### config.mk
export PLATFORM = sky130hd
export DESIGN_NAME = line_seq
export DESIGN_NICKNAME = d
export VERILOG_FILES = /design/src/rtl/line_seq_pkg.sv /design/src/rtl/line_seq_class.sv /design/src/rtl/line_seq_pixcnt.sv /design/src/rtl/line_seq_bptr.sv /design/src/rtl/line_seq_fsm.sv /design/src/rtl/line_seq.sv
export SDC_FILE = /design/constraint.sdc
export NUM_CORES = 1
export LEC_CHECK = 0
export BUFFER_PORTS_ARGS = -buffer_cell sky130_fd_sc_hd__buf_2
export CAP_MARGIN = 30
export CORE_ASPECT_RATIO = 1.2
export CORE_MARGIN = 2
export CORE_UTILIZATION = 59
export DETAILED_ROUTE_END_ITERATION = 16
export PLACE_DENSITY_LB_ADDON = 0.25
export SLEW_MARGIN = 20
export SYNTH_ARGS = -nofsm -noshare
export SYNTH_HDL_FRONTEND = slang
export SYNTH_SLANG_ARGS = --single-unit
### constraint.sdc
create_clock -name clk -period 5.3 [get_ports clk]
set_input_delay 0.53 -clock clk [delete_from_list [all_inputs] [get_ports clk]]
set_output_delay 0.53 -clock clk [all_outputs]
set_load 0.005 [all_outputs]
### src/rtl/line_seq_pkg.sv
package line_seq_pkg;

   typedef enum logic [3:0] {
      PH_IDLE, PH_XTRA, PH_SDLY, PH_INIT,
      PH_L1, PH_LB, PH_L2, PH_L3, PH_LBUS, PH_L4,
      PH_TAIL, PH_DONE
   } phase_e;

   typedef enum logic [1:0] {
      CY_INT  = 2'b00,
      CY_FREE = 2'b01,
      CY_BUS  = 2'b10
   } cyc_e;

   typedef struct packed {
      logic use_a;
      logic use_b;
      logic use_c;
      logic sing;
   } chan_t;

endpackage

### src/rtl/line_seq_class.sv
module line_seq_class
   import line_seq_pkg::*;
(
   input  phase_e phase,
   input  logic   use_b,
   input  logic   use_c,
   output cyc_e   cls
);

   always_comb begin
      case (phase)
         PH_SDLY, PH_L1, PH_L3: cls = CY_FREE;
         PH_LB, PH_LBUS:        cls = CY_BUS;
         PH_L2, PH_L4:          cls = use_c ? CY_BUS : CY_FREE;
         PH_DONE:               cls = use_b ? CY_FREE : CY_INT;
         default:               cls = CY_INT;
      endcase
   end

endmodule

### src/rtl/line_seq_pixcnt.sv
module line_seq_pixcnt #(
   parameter int CNT_W = 10
) (
   input  logic             clk,
   input  logic             rst_n,
   input  logic             load,
   input  logic [CNT_W-1:0] count_in,
   input  logic             dec,
   output logic             last
);

   logic [CNT_W-1:0] cnt_q;

   always_ff @(posedge clk or negedge rst_n) begin
      if (!rst_n)
         cnt_q <= '0;
      else if (load)
         cnt_q <= (count_in == '0) ? CNT_W'(1) : count_in;
      else if (dec)
         cnt_q <= cnt_q - CNT_W'(1);
   end

   assign last = (cnt_q == CNT_W'(1));

   // a pixel is never retired from an empty counter
   p_cnt_live_r11: assert property (@(posedge clk) disable iff (!rst_n)
      dec |-> (cnt_q != '0));

endmodule

### src/rtl/line_seq_bptr.sv
module line_seq_bptr #(
   parameter int PTR_W = 20,
   parameter int MOD_W = 16
) (
   input  logic             clk,
   input  logic             rst_n,
   input  logic             load,
   input  logic [PTR_W-1:0] base,
   input  logic [MOD_W-1:0] modulo,
   input  logic             step,
   output logic [PTR_W-1:0] addr
);

   localparam int PAD = PTR_W - MOD_W;

   logic [MOD_W-1:0] mod_q;
   logic [PTR_W-1:0] addr_q;
   logic [PTR_W-1:0] mod_ext;

   generate
      if (PAD > 0) begin : g_sext
         assign mod_ext = {{PAD{mod_q[MOD_W-1]}}, mod_q};
      end else begin : g_same
         assign mod_ext = mod_q;
      end
   endgenerate

   always_ff @(posedge clk or negedge rst_n) begin
      if (!rst_n) begin
         mod_q  <= '0;
         addr_q <= '0;
      end else if (load) begin
         mod_q  <= modulo;
         addr_q <= base;
      end else if (step) begin
         addr_q <= addr_q + mod_ext;
      end
   end

   assign addr = addr_q;

   // each texture fetch moves the pointer by exactly the modulo
   p_bstep_r4: assert property (@(posedge clk) disable iff (!rst_n)
      (step && !load) |=> (addr_q == $past(addr_q) + $past(mod_ext)));

endmodule

### src/rtl/line_seq_fsm.sv
module line_seq_fsm
   import line_seq_pkg::*;
#(
   parameter int EXTRA_SLOTS = 2
) (
   input  logic   clk,
   input  logic   rst_n,
   input  logic   start,
   input  chan_t  chan_in,
   input  logic   slot_free,
   input  logic   last_pix,
   input  cyc_e   cls,
   output phase_e phase,
   output chan_t  chan,
   output logic   adv,
   output logic   load
);

   localparam int     XW       = (EXTRA_SLOTS > 1) ? $clog2(EXTRA_SLOTS) : 1;
   localparam phase_e FIRST_PH = (EXTRA_SLOTS > 0) ? PH_XTRA : PH_SDLY;

   phase_e ph_q, ph_d;
   chan_t  chan_q;
   logic   xlast;

   assign adv  = (ph_q != PH_IDLE) && ((cls == CY_INT) || slot_free);
   assign load = (ph_q == PH_IDLE) && start;

   generate
      if (EXTRA_SLOTS > 0) begin : g_xtra
         logic [XW-1:0] xcnt_q;
         always_ff @(posedge clk or negedge rst_n) begin
            if (!rst_n)
               xcnt_q <= '0;
            else if ((ph_q == PH_XTRA) && adv)
               xcnt_q <= xlast ? '0 : xcnt_q + XW'(1);
         end
         assign xlast = (xcnt_q == XW'(EXTRA_SLOTS - 1));
      end else begin : g_noxtra
         assign xlast = 1'b1;
      end
   endgenerate

   always_comb begin
      ph_d = ph_q;
      if (ph_q == PH_IDLE) begin
         if (start) ph_d = FIRST_PH;
      end else if (adv) begin
         case (ph_q)
            PH_XTRA: ph_d = xlast ? PH_SDLY : PH_XTRA;
            PH_SDLY: ph_d = PH_INIT;
            PH_INIT: ph_d = PH_L1;
            PH_L1:   ph_d = chan_q.use_b ? PH_LB : PH_L2;
            PH_LB:   ph_d = PH_L2;
            PH_L2:   ph_d = PH_L3;
            PH_L3:   ph_d = chan_q.use_b ? PH_LBUS : PH_L4;
            PH_LBUS: ph_d = PH_L4;
            PH_L4:   ph_d = last_pix ? PH_TAIL : PH_L1;
            PH_TAIL: ph_d = PH_DONE;
            PH_DONE: ph_d = PH_IDLE;
            default: ph_d = PH_IDLE;
         endcase
      end
   end

   always_ff @(posedge clk or negedge rst_n) begin
      if (!rst_n) begin
         ph_q   <= PH_IDLE;
         chan_q <= '0;
      end else begin
         ph_q <= ph_d;
         if (load) chan_q <= chan_in;
      end
   end

   assign phase = ph_q;
   assign chan  = chan_q;

   // a denied cycle stays where it is
   p_stall_hold_r8: assert property (@(posedge clk) disable iff (!rst_n)
      ((ph_q != PH_IDLE) && !adv) |=> (ph_q == $past(ph_q)));

   // captured flags ignore a start that arrives while busy
   p_start_ignored_r10: assert property (@(posedge clk) disable iff (!rst_n)
      ((ph_q != PH_IDLE) && start) |=> $stable(chan_q));

   // internal cycles never wait on the arbiter
   p_int_moves_r8: assert property (@(posedge clk) disable iff (!rst_n)
      ((ph_q != PH_IDLE) && (cls == CY_INT)) |-> adv);

endmodule

### src/rtl/line_seq.sv
module line_seq
   import line_seq_pkg::*;
#(
   parameter int CNT_W       = 10,
   parameter int PTR_W       = 20,
   parameter int MOD_W       = 16,
   parameter int EXTRA_SLOTS = 2
) (
   input  logic             clk,
   input  logic             rst_n,
   input  logic             start,
   input  logic [CNT_W-1:0] pix_count,
   input  logic             use_a,
   input  logic             use_b,
   input  logic             use_c,
   input  logic             sing,
   input  logic             dot_lock,
   input  logic             slot_free,
   input  logic [PTR_W-1:0] b_base,
   input  logic [MOD_W-1:0] b_mod,
   output logic             busy,
   output logic [1:0]       cyc_class,
   output logic             fetch_b,
   output logic [PTR_W-1:0] b_addr,
   output logic             fetch_c,
   output logic             write_d,
   output logic             err_adv,
   output logic             done,
   output logic             irq
);

   generate
      if (CNT_W < 1) begin : g_bad_cnt
         $error("line_seq: CNT_W must be at least 1");
      end
      if (PTR_W < 2) begin : g_bad_ptr
         $error("line_seq: PTR_W must be at least 2");
      end
      if ((MOD_W < 1) || (MOD_W > PTR_W)) begin : g_bad_mod
         $error("line_seq: MOD_W must lie in 1..PTR_W");
      end
      if (EXTRA_SLOTS < 0) begin : g_bad_xtra
         $error("line_seq: EXTRA_SLOTS must not be negative");
      end
   endgenerate

   phase_e phase;
   chan_t  chan, chan_in;
   cyc_e   cls;
   logic   adv, load, last_pix, pix_dec;
   logic   tried_q, irq_q;

   assign chan_in = '{use_a: use_a, use_b: use_b, use_c: use_c, sing: sing};

   line_seq_fsm #(.EXTRA_SLOTS(EXTRA_SLOTS)) u_fsm (
      .clk       (clk),
      .rst_n     (rst_n),
      .start     (start),
      .chan_in   (chan_in),
      .slot_free (slot_free),
      .last_pix  (last_pix),
      .cls       (cls),
      .phase     (phase),
      .chan      (chan),
      .adv       (adv),
      .load      (load)
   );

   line_seq_class u_class (
      .phase (phase),
      .use_b (chan.use_b),
      .use_c (chan.use_c),
      .cls   (cls)
   );

   line_seq_pixcnt #(.CNT_W(CNT_W)) u_pixcnt (
      .clk      (clk),
      .rst_n    (rst_n),
      .load     (load),
      .count_in (pix_count),
      .dec      (pix_dec),
      .last     (last_pix)
   );

   line_seq_bptr #(.PTR_W(PTR_W), .MOD_W(MOD_W)) u_bptr (
      .clk    (clk),
      .rst_n  (rst_n),
      .load   (load),
      .base   (b_base),
      .modulo (b_mod),
      .step   (fetch_b),
      .addr   (b_addr)
   );

   assign pix_dec   = adv && (phase == PH_L4);
   assign fetch_b   = adv && (phase == PH_LB);
   assign fetch_c   = adv && (phase == PH_L2) && chan.use_c;
   assign write_d   = pix_dec && chan.use_c && !(chan.sing && dot_lock);
   assign err_adv   = pix_dec && chan.use_a;
   assign done      = adv && (phase == PH_DONE);
   assign busy      = (phase != PH_IDLE);
   assign cyc_class = cls;
   assign irq       = irq_q;

   // interrupt: one clock after the first clock spent in the done cycle
   always_ff @(posedge clk or negedge rst_n) begin
      if (!rst_n) begin
         tried_q <= 1'b0;
         irq_q   <= 1'b0;
      end else begin
         irq_q   <= (phase == PH_DONE) && !tried_q;
         tried_q <= (phase == PH_DONE) && !done;
      end
   end

   // irq only follows a clock in the done cycle
   p_irq_after_done_r9: assert property (@(posedge clk) disable iff (!rst_n)
      irq |-> ($past(phase) == PH_DONE));

   // irq is a single-clock pulse
   p_irq_pulse_r9: assert property (@(posedge clk) disable iff (!rst_n)
      irq |=> !irq);

   // the retiring done cycle ends busy
   p_done_idle_r10: assert property (@(posedge clk) disable iff (!rst_n)
      done |=> !busy);

   // at most one micro-cycle action per colour clock
   p_strobe_excl_r8: assert property (@(posedge clk) disable iff (!rst_n)
      $onehot0({fetch_b, fetch_c, write_d, done}));

   // a store only ever happens in a bus-class cycle
   p_dstore_bus_r6: assert property (@(posedge clk) disable iff (!rst_n)
      write_d |-> (cls == CY_BUS));

   // no destination traffic without the C channel
   p_no_c_traffic_r5: assert property (@(posedge clk) disable iff (!rst_n)
      !chan.use_c |-> !(fetch_c || write_d));

endmodule

==> key figures, run 1 <==
Logic synthesis
  – EDFF count, synth: 0
  – Post-synth top area share: 0.386
  – Leading area contributor after synthesis: dfrtp_1
  – Netlist Area Pre-Place: 3700 µm²
  – Yosys warns: 0
  – Synth Flop Type: dfrtp_1
  – Register area share after synthesis: 0.386
  – Syn avg cell area: 8.24 µm²
  – Synth cell types: 54
  – Ys async rst share: 1.00
  – Most frequent cell after synthesis: nand2_1
  – Post-synth net total: 526
  – Syn Inst Count: 449
  – Flops & latches, synth: 57
  – Synth top area cells: dfrtp_1, nand2_1, ha_1
  – Most frequent cells after synthesis: nand2_1, dfrtp_1, a21oi_1

Pwr
  – Static leakage: 2.10 nW
  – Pwr Density: 662 nW/µm²
  – Worst VDD drop: 0.397 mV
  – Pwr Total: 2.88 mW

Global route
  – Tot GR Track Use: 0.292
  – Global-route wire length before repair: 16,300 µm
  – Largest net degree at the start of global routing: 58
  – Vias in the first global route: 3,528
  – Total grt overflow: 0
  – Initial antenna violation count: 0

Critical path
  – Crit path cell chain: nor2b_1, nand3_2, clkinv_1, buf_2
  – CP arrival: 2.55 ns
  – Reg2Reg Depth: 7
  – CP bufs+invs: 2
  – Cell family with the largest share of critical-path delay: simple AND/OR/NAND/NOR gates
  – Setup slack, reg-to-reg: 2.52 ns
  – CP endpoint: fetch_b
  – R2R Path End: u_bptr.addr[16]
  – Reg2Reg Launch Point: u_fsm.phase[0]
  – Slowest CP cell: dfrtp_1
  – Setup CP Type: reg2out
  – Worst Path Required: 4.77 ns
  – CP peak stage delay: 0.66 ns
  – Crit Path Max Fanout: 19
  – Critical Path Source Type: flop
  – Crit path depth: 4
  – CP Launch Point: u_fsm.phase[0]
  – Critical Path End Type: primary output

Finish
  – Fin area: 4360 µm²
  – Layout fillers: 509
  – Area grow syn2layout: 17.7%
  – Post-Layout Cell Count: 614
  – Ant diodes: 0
  – Fraction of layout cells with a size suffix above 1: 0.214
  – Storage element area: 1430 µm²
  – Combined area of the multi-input logic cells: 2130 µm²
  – Final #Nets: 604
  – Post-Route Utilization: 0.720

Clocking
  – Clock tree from TritonCTS: done
  – Clock root buffer: clkbuf_8
  – CTS Hold Bufs: 0
  – Post_cts resized: 0
  – CTS clk-pin slew, worst paths: 0.07 ns
  – Post CTS Setup Buffer Count: 0
  – Clk_lat worst skew: 0.35 ns
  – Sink count of the clock tree: 57
  – H-tree depth: 3
  – Clock buffer depth: 2
  – TritonCTS Buffers: 9

Timing
  – Slew @ Worst Pin: 0.731 ns
  – RSZ-0062 raised after global routing: no
  – # setup viols final: 0
  – Final Hold Viols: 0
  – Worst clock skew: 0.00779 ns
  – Count of pins over their slew limit: 0
  – Relative slew slack: 0.512
  – Fmax: 0.325 GHz
  – Fin crit period: 3.08 ns
  – Period Utilization, post-route: 0.580
  – Final TNS setup: 0 ns

Worst hold path
  – Hold Path Class: in2async

Outcome
  – Status: finished clean

Die
  – Die footprint: 6920 µm²
  – Die height: 90.7 µm
  – Die X: 76.3 µm
  – Core box area: 6050 µm²
  – Initial Utilization: 0.611
  – # rows: 31
  – # IOs: 84

Detailed routing
  – TritonRoute pass-1 iters: 4
  – Routed wire length per instance: 15.4 µm
  – Routed wire length: 9470 µm
  – DRC: 0
  – Initial DRC count: 151
  – ANT nets after route: 0
  – Vias per cell: 5.70
  – Routed via count: 3,498

Place
  – DP Cell Count: 598
  – DP HPWL: 6720 µm
  – Placed inst area: 4150 µm²
  – Port bufs: 83
  – Routability cong.: 0.895

Run
  – Max-cap violation count: 0
==> routing by layer <==
layer / up-vias / GRT usage / wire length, µm
met3: 10 / 0.0630 / 355
met4: 0 / 0.102 / 129
met2: 76 / 0.510 / 4950
met5: - / 0 / 0
li1: 1736 / - / -
met1: 1676 / 0.356 / 4030
==> worst min-delay path by stage <==
stage               startpoint               to  slack [ns]  cells after the start
floorplan                rst_n              irq        0.23                      0
CTS                      rst_n  u_bptr.addr[16]        0.35                      2
finish                   rst_n  u_bptr.addr[18]        0.33                      2
detailed placement     tried_q              irq        0.40                      1
global placement       tried_q              irq        0.39                      1
global route          b_mod[6]  u_bptr.mod_q[6]        0.35                      3
==> layout by cell type (no fill, tap or decap), drive strengths merged, types with 5 or more instances in the layout <==
| master | instances |
|---|---|
| o22ai | 12 |
| nor2b | 7 |
| dfrtp | 57 |
| clkbuf | 10 |
| nor3 | 6 |
| o21ai | 32 |
| buf | 86 |
| xnor2 | 17 |
| nor2 | 31 |
| a21o | 7 |
| nand2 | 107 |
| nand3 | 10 |
| o21a | 7 |
| a21oi | 39 |
| nor4 | 5 |
| inv | 12 |
| and3 | 6 |
| ha | 21 |
| nand4 | 5 |
==> worst register-to-register path: stages, from the launching register on <==
cell      delay, ns
dfrtp_1        0.66
nor2b_1        0.44
nand3_2        0.41
clkinv_1       0.48
nor2_1         0.13
nand2_1        0.09
nand3_1        0.06
or3_1          0.38
==> metrics by stage <==
step	setup slack [ns]	hold WS (ns)
after floorplan	3.10	0.234
after global placement	2.64	0.389
after detailed placement	2.55	0.398
after CTS	2.23	0.350
after global routing	1.98	0.353
final	2.22	0.327
==> state kept, by name, indices dropped and copies added, names as in the netlist <==
name,flops
irq,1
tried_q,1
u_bptr.addr,20
u_bptr.mod_q,16
u_fsm.chan,4
u_fsm.g_xtra.xcnt_q,1
u_fsm.phase,4
u_pixcnt.cnt_q,10
==> power by group <==
part	switching [mW]	total, mW	leakage [nW]	internal [mW]
clock network	0.192	0.423	0.0985	0.230
registers	0.214	0.849	0.693	0.635
logic	0.897	1.61	1.30	0.714
==> final cells by class <==
cell class,instances,area share
sequential,57,0.327
tap,82,0.0236
inverter,13,0.0112
clock inverter,6,0.0155
clock buffer,10,0.0316
timing repair buffer,86,0.101
multi-input combinational,360,0.490
==> cells by family after synthesis <==
group,Yosys count,share of synthesized area
AOI/OAI and AO/OA,118,0.194
xor gates and xnor gates,21,0.0497
adders and majority gates,22,0.0764
buffers and inverters,32,0.0375
DFF,57,0.386
muxes,6,0.0172
and+or+nand+nor,193,0.240
Power figures use the tool's default switching activity.
==> inputs of run 2 (changes only) <==
--- a/config.mk
+++ b/config.mk
@@ -5,11 +5,12 @@
 export SDC_FILE = /design/constraint.sdc
 export NUM_CORES = 1
 export LEC_CHECK = 0
+export ABC_AREA = 1
 export BUFFER_PORTS_ARGS = -buffer_cell sky130_fd_sc_hd__buf_2
 export CAP_MARGIN = 30
 export CORE_ASPECT_RATIO = 1.2
 export CORE_MARGIN = 2
-export CORE_UTILIZATION = 59
+export CORE_UTILIZATION = 51
 export DETAILED_ROUTE_END_ITERATION = 16
 export PLACE_DENSITY_LB_ADDON = 0.25
 export SLEW_MARGIN = 20
==> constraint.sdc (replaced) <==
create_clock -name clk -period 2.7 [get_ports clk]
set_input_delay 0.27 -clock clk [delete_from_list [all_inputs] [get_ports clk]]
set_output_delay 0.27 -clock clk [all_outputs]
set_load 0.005 [all_outputs]
==> run 2 against run 1 <==
Worst setup slack worse by 1.9 ns. Die area is 29% higher. Clock-buffer cell count is 3 higher. Non-clock buffer count is 3 higher. Sequential share of layout area is 3.6 points lower. Worst hold slack worse by 0.21 ns. Clock skew is 0.0014 ns higher. Total power is 120% higher. Utilization is 11 points lower. Combinational power is 130% higher. Routed wire length is 13% higher. Via count is 23% higher. Largest power group unchanged.
==> key figures, run 2 <==
Finish
  – Post-Route Utilization: 0.610 (-0.109)
  – Final #Nets: 796 (+32%)
  – Most frequent cells in the layout: nand2_1, buf_2, inv_1, nand3_1, dfrtp_1
  – Fin area: 4890 µm² (+12%)
  – Fraction of layout cells with a size suffix above 1: 0.162 (-0.0527)
  – Max FFs per register: 20 (unchanged)
  – Most common cell after layout, fill and taps aside: nand2_1
  – Post-Layout Cell Count: 819 (+33%)
  – Layout fillers: 763 (+50%)
  – Ant diodes: 0 (unchanged)
  – Area grow syn2layout: 17.3%

Timing
  – Count of pins over their slew limit: 0 (unchanged)
  – Fmax: 0.419 GHz
  – Final Hold Slack: 0.119 ns (-0.207 ns)
  – # setup viols final: 0 (unchanged)
  – Setup slack after layout: 0.316 ns (-1.91 ns)
  – Worst clock skew: 0.00917 ns (+0.00137 ns)
  – Slew @ Worst Pin: 0.498 ns (-0.233 ns)
  – Final TNS setup: 0 ns (unchanged)
  – Final Hold Viols: 0 (unchanged)
  – Fin crit period: 2.38 ns
  – Period Utilization, post-route: 0.883
  – RSZ-0062 raised after global routing: no
  – Relative slew slack: 0.666 (+0.153)

Critical path
  – CP peak stage delay: 0.44 ns (-0.22 ns)
  – Crit path cell chain: inv_2, nor2_2, nand2_1, nor2_1, nor2_1, nand3_2, nand2_4, nand3_2, nor2_1, buf_2
  – Setup CP Type: reg2out
  – Crit Path Max Fanout: 13 (-6)
  – Critical Path Source Type: flop
  – Reg2Reg Depth: 15 (+8)
  – Critical Path End Type: primary output
  – Setup slack, reg-to-reg: 0.64 ns (-1.88 ns)
  – R2R Path End: u_bptr.addr[16]
  – Worst Path Required: 2.43 ns (-2.34 ns)
  – CP Launch Point: u_fsm.phase[3]
  – Crit-path most repeated cell: nor2_1
  – CP arrival: 2.11 ns (-0.44 ns)
  – Reg2Reg Launch Point: u_bptr.addr[0]
  – Slowest CP cell: dfrtp_1

Pwr
  – Static leakage: 2.85 nW (+36%)
  – Pwr Density: 1280 nW/µm² (+93%)
  – Worst VDD drop: 0.527 mV (+33%)
  – Pwr Total: 6.26 mW (+120%)

Place
  – DP HPWL: 7950 µm (+18%)
  – Port bufs: 83 (unchanged)
  – Placed inst area: 4680 µm² (+13%)
  – Routability cong.: 0.971 (+8.6%)
  – DP Cell Count: 802 (+34%)
  – Setup WS pre-CTS: 0.658 ns (-1.89 ns)

Logic synthesis
  – Flops & latches, synth: 57 (unchanged)
  – Ys async rst share: 1.00 (unchanged)
  – Most frequent cells after synthesis: nand2_1, inv_1, nand3_1
  – EDFF count, synth: 0 (unchanged)
  – Yosys warns: 0 (unchanged)
  – Post-synth net total: 713 (+36%)
  – Most frequent cell after synthesis: nand2_1
  – Synth top area cells: dfrtp_1, nand2_1, nand3_1
  – Synth cell types: 35 (-35%)
  – Post-synth top area share: 0.342 (-0.0436)
  – Syn avg cell area: 6.56 µm² (-20%)
  – Register area share after synthesis: 0.342 (-0.0436)
  – Netlist Area Pre-Place: 4170 µm² (+13%)
  – Syn Inst Count: 636 (+42%)
  – Synth Flop Type: dfrtp_1
  – Leading area contributor after synthesis: dfrtp_1

Detailed routing
  – Routed wire length: 10,700 µm (+13%)
  – Initial DRC count: 248 (+64%)
  – ANT nets after route: 0 (unchanged)
  – Routed wire length per instance: 13.1 µm (-15%)
  – TritonRoute pass-1 iters: 5 (+1)
  – DRC: 0 (unchanged)
  – Vias per cell: 5.25 (-7.9%)
  – Routed via count: 4,298 (+23%)

Clocking
  – Clock buffer depth: 2 (unchanged)
  – CTS clk-pin slew, worst paths: 0.06 ns (about the same)
  – Post_cts resized: 0 (unchanged)
  – Clock root buffer: clkbuf_8
  – Sink count of the clock tree: 57 (unchanged)
  – Clk_lat worst skew: 0.34 ns (about the same)
  – TritonCTS Buffers: 9 (unchanged)
  – Post CTS Setup Buffer Count: 0 (unchanged)
  – Clock tree from TritonCTS: done
  – H-tree depth: 3 (unchanged)
  – CTS Hold Bufs: 1 (+1)

Global route
  – Global-route wire length before repair: 18,100 µm (+11%)
  – Total grt overflow: 0 (unchanged)
  – Tot GR Track Use: 0.254 (-0.0383)
  – Largest net degree at the start of global routing: 58 (unchanged)
  – Vias in the first global route: 4,182 (+19%)
  – Initial antenna violation count: 0 (unchanged)

Die
  – # rows: 36 (+16%)
  – Die footprint: 8920 µm² (+29%)
  – # IOs: 84 (unchanged)
  – Initial Utilization: 0.520 (-0.0912)
  – Die X: 86.6 µm (+13%)
  – Die height: 103 µm (+14%)
  – Core box area: 8020 µm² (+33%)

Worst hold path
  – Worst Hold Depth: 3
  – Worst Hold Launch: b_mod[7]
  – Hold Path Class: in2reg
  – WHS Endpoint: u_bptr.mod_q[7]

Run
  – Max-cap violation count: 0 (unchanged)

Outcome
  – Status: finished clean
==> run 2: worst max-delay path: cells and delay by family, from the launching register on <==
| kind | cells | cell delay, ns |
|---|---|---|
| flip-flops | 1 | 0.44 |
| AND/OR/NAND/NOR | 8 | 1.10 |
| buffers and inverters | 2 | 0.23 |
==> run 2: how the worst max path moves through the flow <==
| stage | to | slack (ns) | depth (start not counted) |
|---|---|---|---|
| after global placement | u_bptr.addr[16] | 0.75 | 15 |
| after floorplan | u_bptr.addr[12] | 0.88 | 15 |
| after CTS | err_adv | 0.31 | 10 |
| final | err_adv | 0.32 | 10 |
| after global routing | err_adv | 0.14 | 10 |
| after detailed placement | u_bptr.addr[16] | 0.66 | 15 |
==> run 2: cell families after synthesis <==
group,Yosys count,share of synthesized area
compound gates,62,0.0804
xor+xnor,12,0.0252
fa+ha+maj,22,0.0678
buf+inv,85,0.0825
flops,57,0.342
simple gates,398,0.402
==> run 2: power by group <==
| part | internal, mW | switching [mW] | total (mW) |
|---|---|---|---|
| clock network | 0.520 | 0.349 | 0.869 |
| logic | 1.46 | 2.32 | 3.78 |
| registers | 1.25 | 0.353 | 1.61 |
==> run 2: final cells by class <==
type                            count  area (µm²)  share of cell area
Multi-Input combinational cell    494        2400               0.491
Sequential cell                    57        1430               0.291
Timing Repair Buffer               89         488              0.0997
Inverter                           68         255              0.0522
Clock buffer                       13         139              0.0284
Tap cell                           95         119              0.0243
Clock inverter                      3        65.1              0.0133
==> run 2: layer usage <==
metal / wire [µm] / track usage
met4: 221 / 0.111
met3: 530 / 0.0360
met5: 0 / 0
met2: 5470 / 0.463
met1: 4510 / 0.295
==> inputs of run 3 (changes only) <==
--- a/config.mk
+++ b/config.mk
@@ -16,4 +16,5 @@
 export SLEW_MARGIN = 20
 export SYNTH_ARGS = -nofsm -noshare
 export SYNTH_HDL_FRONTEND = slang
+export SYNTH_HIERARCHICAL = 1
 export SYNTH_SLANG_ARGS = --single-unit
==> run 3 against run 2 <==
Critical path depth rose by 4. Via count fell by 1.5%. Die area fell by 0.95%. Worst hold slack got worse by 0.046 ns. Worst setup slack got worse by 0.14 ns. Clock power fell by 4.8%. Sequential share of layout area fell by 0.15 points. Clock skew fell by 0.00087 ns. Global-route usage rose by 0.61 points. Routed wire length rose by 2.5%. Clock-buffer cell count fell by 1.
==> key figures, run 3 <==
Critical path
  – Setup slack, reg-to-reg: 0.20 ns (-0.44 ns)
  – Reg2Reg Launch Point: u_fsm/phase[0]
  – Critical Path End Type: primary output
  – Critical Path Source Type: flop
  – CP arrival: 2.26 ns (+0.15 ns)
  – Crit path cell chain: inv_1, nand2_1, nand3_1, nand2_1, nor2_1, nand2_1, o21bai_1, nand2_2, inv_1, nand2_1, nor2_1, nand2_1, nor2_1, buf_2
  – Slowest CP cell: dfrtp_2
  – R2R Path End: u_bptr/addr[19]
  – CP peak stage delay: 0.49 ns (+0.05 ns)
  – CP endpoint: err_adv
  – Crit Path Max Fanout: 10 (-3)
  – Crit-path most repeated cell: nand2_1
  – Worst Path Required: 2.43 ns (about the same)
  – CP Launch Point: u_fsm/phase[0]
  – Reg2Reg Depth: 15 (unchanged)
  – Setup CP Type: reg2out

Timing
  – Setup slack after layout: 0.171 ns (-0.145 ns)
  – Slew @ Worst Pin: 0.732 ns (+0.233 ns)
  – RSZ-0062 raised after global routing: no
  – Relative slew slack: 0.512 (-0.154)
  – Fmax: 0.395 GHz (-5.7%)
  – Final TNS setup: 0 ns (unchanged)
  – Fin crit period: 2.53 ns (+0.145 ns)
  – Period Utilization, post-route: 0.937 (+0.0536)
  – Worst clock skew: 0.00830 ns (-0.000871 ns)
  – Final Hold Viols: 0 (unchanged)
  – # setup viols final: 0 (unchanged)
  – Count of pins over their slew limit: 0 (unchanged)

Finish
  – Ant diodes: 0 (unchanged)
  – Storage element area: 1430 µm² (about the same)
  – Fraction of layout cells with a size suffix above 1: 0.223 (+0.0613)
  – Area grow syn2layout: 19.2%
  – Combined area of the multi-input logic cells: 2410 µm² (+0.57%)
  – Most common cell after layout, fill and taps aside: nand2_1
  – Most frequent cells in the layout: nand2_1, buf_2, inv_1
  – Max FFs per register: 20 (unchanged)
  – Layout fillers: 720 (-5.6%)
  – Final #Nets: 773 (-2.9%)

Clocking
  – Clk_lat worst skew: 0.35 ns (about the same)
  – Sink count of the clock tree: 57 (unchanged)
  – CTS clk-pin slew, worst paths: 0.07 ns (about the same)
  – Clock tree from TritonCTS: done
  – Clock buffer depth: 2 (unchanged)
  – H-tree depth: 3 (unchanged)
  – CTS Hold Bufs: 0 (-1)
  – Clock root buffer: clkbuf_8
  – TritonCTS Buffers: 9 (unchanged)

Global route
  – Vias in the first global route: 4,079 (-2.5%)
  – Global-route wire length before repair: 18,000 µm (-0.46%)
  – Initial antenna violation count: 0 (unchanged)
  – Total grt overflow: 0 (unchanged)
  – Largest net degree at the start of global routing: 58 (unchanged)
  – Tot GR Track Use: 0.260 (+0.00614)

Detailed routing
  – Vias per cell: 5.34 (+1.8%)
  – Routed via count: 4,232 (-1.5%)
  – Routed wire length: 11,000 µm (+2.5%)
  – Initial DRC count: 185 (-25%)
  – DRC: 0 (unchanged)
  – Routed wire length per instance: 13.9 µm (+6.0%)
  – ANT nets after route: 0 (unchanged)
  – TritonRoute pass-1 iters: 5 (unchanged)

Logic synthesis
  – Ys async rst share: 1.00 (unchanged)
  – Multiplexer area fraction after synthesis: 0 (unchanged)
  – Main combinational cell family by area after synthesis: simple AND/OR/NAND/NOR gates
  – Post-synthesis simple-gate area fraction: 0.389 (-0.0132)
  – Most frequent cell after synthesis: nand2_1
  – Leading area contributor after synthesis: dfrtp_1
  – Register area share after synthesis: 0.345 (+0.00342)
  – Post-synth top area share: 0.345 (+0.00342)
  – Synth Area in Compound Gates: 0.104 (+0.0238)
  – EDFF count, synth: 0 (unchanged)
  – Netlist Area Pre-Place: 4130 µm² (-0.99%)
  – Synth cell types: 38 (+8.6%)
  – Post-Synth XOR/XNOR Area: 0.0212 (-0.00399)
  – Synth Flop Type: dfrtp_1
  – Post-synth net total: 675 (-5.3%)
  – Syn Inst Count: 598 (-6.0%)
  – Most frequent cells after synthesis: nand2_1, inv_1, dfrtp_1
  – Flops & latches, synth: 57 (unchanged)
  – Syn avg cell area: 6.91 µm² (+5.3%)
  – Synth Area in Adders: 0.0685 (+0.000678)
  – Yosys warns: 6 (+6)
  – Synth top area cells: dfrtp_1, nand2_1, ha_1

Die
  – Initial Utilization: 0.533 (+0.0126)
  – Die height: 103 µm (-0.48%)
  – # rows: 35 (-2.8%)
  – Core box area: 7750 µm² (-3.3%)
  – Die X: 86.2 µm (-0.47%)
  – # IOs: 84 (unchanged)
  – Die footprint: 8840 µm² (-0.95%)

Pwr
  – Sw frac: 0.489 (+0.00491)
  – Worst VDD drop: 0.546 mV (+3.6%)
  – Clock power share: 0.135 (-0.004)
  – Pwr Density: 1250 nW/µm² (-2.4%)
  – Static leakage: 2.73 nW (-4.2%)
  – Sw power: 3.00 mW (-0.85%)
  – Sequential Power Share: 0.264 (+0.007)
  – Comb pwr share: 0.602 (-0.003)
  – Pwr Total: 6.14 mW (-1.8%)
  – Pint: 3.14 mW (-2.8%)

Place
  – DP HPWL: 8290 µm (+4.3%)
  – Setup WS pre-CTS: -0.0292 ns (-0.687 ns)
  – Port bufs: 83 (unchanged)
  – Routability cong.: 0.890 (-8.3%)

Outcome
  – Status: finished clean

Run
  – Max-cap violation count: 0 (unchanged)

Worst hold path
  – Hold Path Class: in2async
[run 3: worst min-delay path by stage]
stage | start | to | slack, ns | cells past startpoint
2_1_floorplan | rst_n | irq | -0.03 | 0
4_1_cts | rst_n | u_bptr/addr[16] | 0.10 | 2
6_report | rst_n | u_bptr/addr[12] | 0.07 | 2
5_1_grt | use_c | u_fsm/chan[1] | 0.11 | 3
3_3_place_gp | tried_q | irq | 0.40 | 1
3_5_place_dp | tried_q | irq | 0.41 | 1
[run 3: layer usage]
layer | vias up | routed length [µm] | part of all wire | global-route usage
li1 | 2113 | - | - | -
met5 | - | 0 | 0 | 0
met3 | 21 | 539 | 0.049 | 0.0504
met4 | 0 | 227 | 0.021 | 0.114
met2 | 132 | 5780 | 0.53 | 0.473
met1 | 1966 | 4460 | 0.41 | 0.296
[run 3: layout make-up]
cell class / instances / area share
inverter: 68 / 0.0521
sequential: 57 / 0.290
clock buffer: 12 / 0.0315
timing repair buffer: 96 / 0.104
clock inverter: 3 / 0.00813
tap: 92 / 0.0234
multi-input combinational: 464 / 0.491
[run 3: power by group through the flow]
stage | registers, mW | clock network (mW) | logic [mW]
2_1_floorplan | 1.60 | 0 | 2.63
3_5_place_dp | 1.63 | 0 | 3.63
6_report | 1.62 | 0.827 | 3.70
5_1_grt | 1.68 | 0.884 | 4.16
4_1_cts | 1.62 | 0.842 | 3.66
3_3_place_gp | 1.61 | 0 | 3.52
[run 3: per-stage QoR]
| step | hold slack, ns | util | cell area, µm² | cells |
|---|---|---|---|---|
| 3_3_place_gp | 0.405 | 0.609 | 4720 | 777 |
| 2_1_floorplan | -0.0256 | - | 4130 | 598 |
| 4_1_cts | 0.102 | 0.634 | 4920 | 792 |
| 5_1_grt | 0.114 | 0.635 | 4920 | 792 |
| 3_5_place_dp | 0.414 | 0.609 | 4720 | 777 |
| 6_report | 0.0733 | 0.635 | 4920 | 792 |
[run 3: timing repair]
action / 4_1_cts / 5_1_grt
endpoints found under the hold margin: 0 / 0
setup buffers: 0 / 0
gates resized for setup: 2 / 2
endpoints found under the setup margin: 8 / 24
[run 3: kinds of logic (layout without fill, tap and decap cells)]
family,count (synthesis),after routing
XOR/XNOR,10,10
AND/OR/NAND/NOR,361,361
flip-flops,57,57
AO/OA/AOI/OAI,71,71
adder cells (fa/ha/maj),22,22
buffers and inverters,77,179
[run 3: worst max-delay path, delay by kind of cell, from the launching register on]
kind | cells | cell delay [ns]
AOI/OAI and AO/OA | 1 | 0.22
buffers and inverters | 3 | 0.28
DFF | 1 | 0.49
and+or+nand+nor | 10 | 0.92
